## src/rtl/bshift_pkg.sv

```systemverilog
package bshift_pkg;

  typedef enum logic [1:0] {
    FILL_ZERO = 2'd0,
    FILL_SIGN = 2'd1,
    FILL_WRAP = 2'd2
  } fill_kind_e;

  // Decode the fill policy used by every stage.
  function automatic fill_kind_e pick_fill(input logic to_left, input logic arith,
                                           input logic rot);
    if (rot) return FILL_WRAP;
    if (arith && !to_left) return FILL_SIGN;
    return FILL_ZERO;
  endfunction

endpackage

```

## src/rtl/bshift_stage.sv

```systemverilog
module bshift_stage
  import bshift_pkg::*;
#(
  parameter int W    = 8,
  parameter int DIST = 1
) (
  input  logic [W-1:0] d_in,
  input  logic         en,
  input  logic         to_left,
  input  fill_kind_e   kind,
  input  logic         sign,
  output logic [W-1:0] d_out
);
  logic [DIST-1:0] fill_r, fill_l;
  logic [W-1:0]    moved;

  always_comb begin
    case (kind)
      FILL_WRAP: begin
        fill_r = d_in[DIST-1:0];
        fill_l = d_in[W-1 -: DIST];
      end
      FILL_SIGN: begin
        fill_r = {DIST{sign}};
        fill_l = '0;
      end
      default: begin
        fill_r = '0;
        fill_l = '0;
      end
    endcase
    if (to_left) moved = {d_in[W-1-DIST:0], fill_l};
    else         moved = {fill_r, d_in[W-1:DIST]};
    d_out = en ? moved : d_in;
  end
endmodule

```

## src/rtl/bshift_ovf.sv

```systemverilog
module bshift_ovf #(
  parameter int W  = 8,
  parameter int AW = 3
) (
  input  logic [W-1:0]  din,
  input  logic [AW-1:0] amt,
  input  logic          active,
  output logic          ovf
);
  // Mask of the top n+1 bits: the lost bits plus the new sign position.
  function automatic logic [W-1:0] top_mask(input logic [AW-1:0] n);
    logic [W-1:0] m;
    m = '1;
    m = m << (W - 1 - int'(n));
    return m;
  endfunction

  logic [W-1:0] mask, window;

  always_comb begin
    mask   = top_mask(amt);
    window = din & mask;
    ovf    = active && (window != '0) && (window != mask);
  end
endmodule

```

## src/rtl/bshift_top.sv

```systemverilog
module bshift_top
  import bshift_pkg::*;
#(
  parameter int W  = 8,
  localparam int AW = $clog2(W)
) (
  input  logic [W-1:0]  din,
  input  logic [AW-1:0] amt,
  input  logic          to_left,
  input  logic          arith,
  input  logic          rot,
  output logic [W-1:0]  res,
  output logic          ovf
);
  fill_kind_e   kind;
  logic [W-1:0] stage_bus [AW+1];
  logic         ovf_active;

  assign kind         = pick_fill(to_left, arith, rot);
  assign stage_bus[0] = din;
  assign ovf_active   = to_left && arith && !rot;

  for (genvar k = 0; k < AW; k++) begin : g_stage
    bshift_stage #(.W(W), .DIST(1 << k)) u_stage (
      .d_in    (stage_bus[k]),
      .en      (amt[k]),
      .to_left (to_left),
      .kind    (kind),
      .sign    (din[W-1]),
      .d_out   (stage_bus[k+1])
    );
  end

  bshift_ovf #(.W(W), .AW(AW)) u_ovf (
    .din    (din),
    .amt    (amt),
    .active (ovf_active),
    .ovf    (ovf)
  );

  assign res = stage_bus[AW];
endmodule

```

## config.mk

```make
export PLATFORM = sky130hd
export DESIGN_NAME = bshift_top
export DESIGN_NICKNAME = d
export VERILOG_FILES = /design/src/rtl/bshift_pkg.sv /design/src/rtl/bshift_stage.sv /design/src/rtl/bshift_ovf.sv /design/src/rtl/bshift_top.sv
export SDC_FILE = /design/constraint.sdc
export NUM_CORES = 1
export LEC_CHECK = 0
export BUFFER_PORTS_ARGS = -buffer_cell sky130_fd_sc_hd__buf_2
export CAP_MARGIN = 15
export CORE_MARGIN = 4
export CORE_UTILIZATION = 60
export DETAILED_ROUTE_END_ITERATION = 10
export PLACE_DENSITY = 0.89
export SKIP_LAST_GASP = 1
export SYNTH_ARGS = -nofsm -noshare
export SYNTH_HDL_FRONTEND = slang
export SYNTH_SLANG_ARGS = --single-unit
```

## constraint.sdc

```tcl
create_clock -name vclk -period 3
set_input_delay 0.15 -clock vclk [all_inputs]
set_output_delay 0.15 -clock vclk [all_outputs]
set_load 0.1 [all_outputs]
```

==> results <==
- The run finished with clean final reports.
- The worst slew margin relative to its limit is 47.8%.
- Max-cap violations in this run came to 0.
- The via count of the first global-routing pass came to 845.
- The number of antenna violations at the first check in global routing is 0.
- The final wirelength is 2.57 mm.
- The global routing usage summed across all routing layers is 25.1%.
- The placed wire-length estimate is 1.77 mm.
- The kind of capture point of the worst setup path is an output port.
- Averaged over all synthesized cells, the footprint is 6.71 um2.
- Setup violations remaining at the end of the flow were counted as 0.
- sky130_fd_sc_hd__mux2i_1 takes more of the synthesized area than any other cell.
- STA puts the critical path data required time at 2.85 ns.
- The pin count of the biggest net entering global routing is 41.
- The repair_antennas step left the layout with diodes totalling 0.
- The area growth from synthesis to layout is 2.40%.
- The number of standard cells after synthesis is 132.
- The area of the mapped netlist is 886 um2.
- The number of gates resized after cts is 0.
- For the pin with the worst max-slew slack, the measured transition is 0.783 ns.
- The worst path in the final design needs a cycle of 2.15 ns, including I/O delays and setup.
- The ratio of cells with drive above 1 in the final layout is 20.7%.
- The initial utilization of the core area, before any placement, comes to 65.6%.
- The placeable core region is 0.00135 mm2.
- Setup repair after global routing left no endpoint under its margin.
- The worst setup path is launched from an input port.
- The number of setup buffers added after CTS is 0.
- The post-route antenna net violation count is 0.
- For this run, the detailed router's first-pass iteration total came to 5.
- The worst-case IR drop observed on VDD is 0.259 mV.
- Sorting the synthesized cells by area gives the leading types as sky130_fd_sc_hd__mux2i_1 (20%), sky130_fd_sc_hd__o22ai_1 (9.2%), sky130_fd_sc_hd__a21oi_1 (6.2%).
- By count the netlist is led by sky130_fd_sc_hd__mux2i_1 (18), sky130_fd_sc_hd__o22ai_1 (13), sky130_fd_sc_hd__a21oi_1 (11), sky130_fd_sc_hd__nor2_1 (11), sky130_fd_sc_hd__clkbuf_1 (9).
- The library cell with the highest instance count after synthesis is sky130_fd_sc_hd__mux2i_1.
- Port buffering added 23 buffers.
- The type of the most critical hold path is in2out.
- The number of max-slew violations in the final report is 0.
- The area occupied by registers is 0 um2.
- Dividing the detail-routed wire length by the instance count gives 17.1 um.
- By startpoint and endpoint, the worst setup path is classified as in2out.
- The number of failing hold endpoints at the final stage is 0.
- Summed over all cells, the static leakage comes to 0.377 nW.
- After detailed routing, the number of vias per cell comes to 7.21.
- Counting every net in the synthesized netlist gives 146.
- The clock buffer count in the final layout is 0.
- The worst path arrival time is 2.00 ns.
- Once routing completed, OpenROAD measured the worst setup slack at 0.849 ns.
- The share of synthesized area in the top cell type comes to 20.3%.
- Timing analysis after detailed placement gives a worst setup slack of 0.872 ns.
- Summed over all layers, the global routing overflow is 0.
- The number of sequential cells is 0.
- For this run, the register share of the synthesized area comes to 0%.
- The initial DRC count is 64.
- The total number of placement rows is 13.
- The layout net count is 151.
- The DRC violations left is 0.
- In this run the power density over the cells is 279 mW/mm2.
- The congestion estimate from routability-driven global placement came to 0.896.
- In this run the vertical extent of the chip is 46.4 um.
- The die is 46.4 um wide.
- After layout, the worst path uses 71.7% of the clock period.
- Based on the critical path, the design can be clocked at up to 465 MHz.
- The total of hold buffers inserted after clock tree synthesis is 0.
- The first global-routing pass estimated 4.08 mm of wire.
- The number of warnings printed during yosys synthesis is 0.
- The post-synthesis cell type count is 35.
- The routed via count is 1,082.
- The maximum fanout count along the critical path is 40.
- Adding up every negative setup slack in the final design gives 0 ns.
- During I/O placement, the number of pins put on the boundary was 23.
- The die covers 0.00216 mm2.
-- cell type report --
| type | instances | area [um2] |
|---|---|---|
| Multi-Input combinational cell | 107 | 754 |
| Fill cell | 123 | 443 |
| Timing Repair Buffer | 23 | 115 |
| Inverter | 5 | 18.8 |
| Tap cell | 15 | 18.8 |
-- placed cells by master, fill, tap and decap left out, types with 2 or more instances in the layout --
master / count
sky130_fd_sc_hd__buf_2: 23
sky130_fd_sc_hd__mux2i_1: 18
sky130_fd_sc_hd__o22ai_1: 13
sky130_fd_sc_hd__nor2_1: 11
sky130_fd_sc_hd__a21oi_1: 11
sky130_fd_sc_hd__o21ai_0: 8
sky130_fd_sc_hd__nand2b_1: 6
sky130_fd_sc_hd__a211oi_1: 6
sky130_fd_sc_hd__inv_1: 5
sky130_fd_sc_hd__nand2_1: 4
sky130_fd_sc_hd__nand3_1: 4
sky130_fd_sc_hd__a311oi_1: 3
sky130_fd_sc_hd__nand3b_1: 2
sky130_fd_sc_hd__mux4_2: 2
sky130_fd_sc_hd__nor3_1: 2
-- critical path: stages --
cell	delay, ns
sky130_fd_sc_hd__buf_2	0.60
sky130_fd_sc_hd__mux2i_1	0.27
sky130_fd_sc_hd__mux2i_1	0.11
sky130_fd_sc_hd__a2111oi_0	0.40
sky130_fd_sc_hd__o22ai_1	0.15
sky130_fd_sc_hd__buf_2	0.31
-- stage by stage --
stage	cells	utilization (%)	hold WS [ns]	area, um2	power [mW]
2_1_floorplan	132	-	0.580	891	0.218
3_3_place_gp	150	67.2	0.851	907	0.245
3_5_place_dp	150	67.2	0.853	907	0.251
4_1_cts	150	67.2	0.856	907	0.251
5_1_grt	150	67.2	0.870	907	0.268
6_report	150	67.2	0.849	907	0.253
-- report_power, final --
group	total, mW	switching (mW)	leakage (nW)	internal, mW
Clock	0	0	0	0
Combinational	0.253	0.191	0.377	0.0626
Sequential	0	0	0	0
Total	0.253	0.191	0.377	0.0626
-- cells by family (layout without fill, tap and decap cells) --
logic type      count (synthesis)  after routing  share of synthesized area (%)
compound gates                 53             53                           39.7
mux                            20             20                           25.4
simple gates                   34             34                           19.5
buf+inv                        25             28                           15.4
-- per-layer routing --
metal	vias to the layer above	track usage, %	wire length, um
met5	-	0	0
met4	0	4.55	55
met3	10	0	255
met2	66	40.1	1230
met1	491	37.4	1020
li1	515	-	-
-- path summary, 6_finish.rpt --
path,cells after the start,to,startpoint,slack [ns]
setup / recovery,6,res[5],amt[0],0.85
hold / removal,4,ovf,arith,0.85
(Power assumes the default switching activity.)
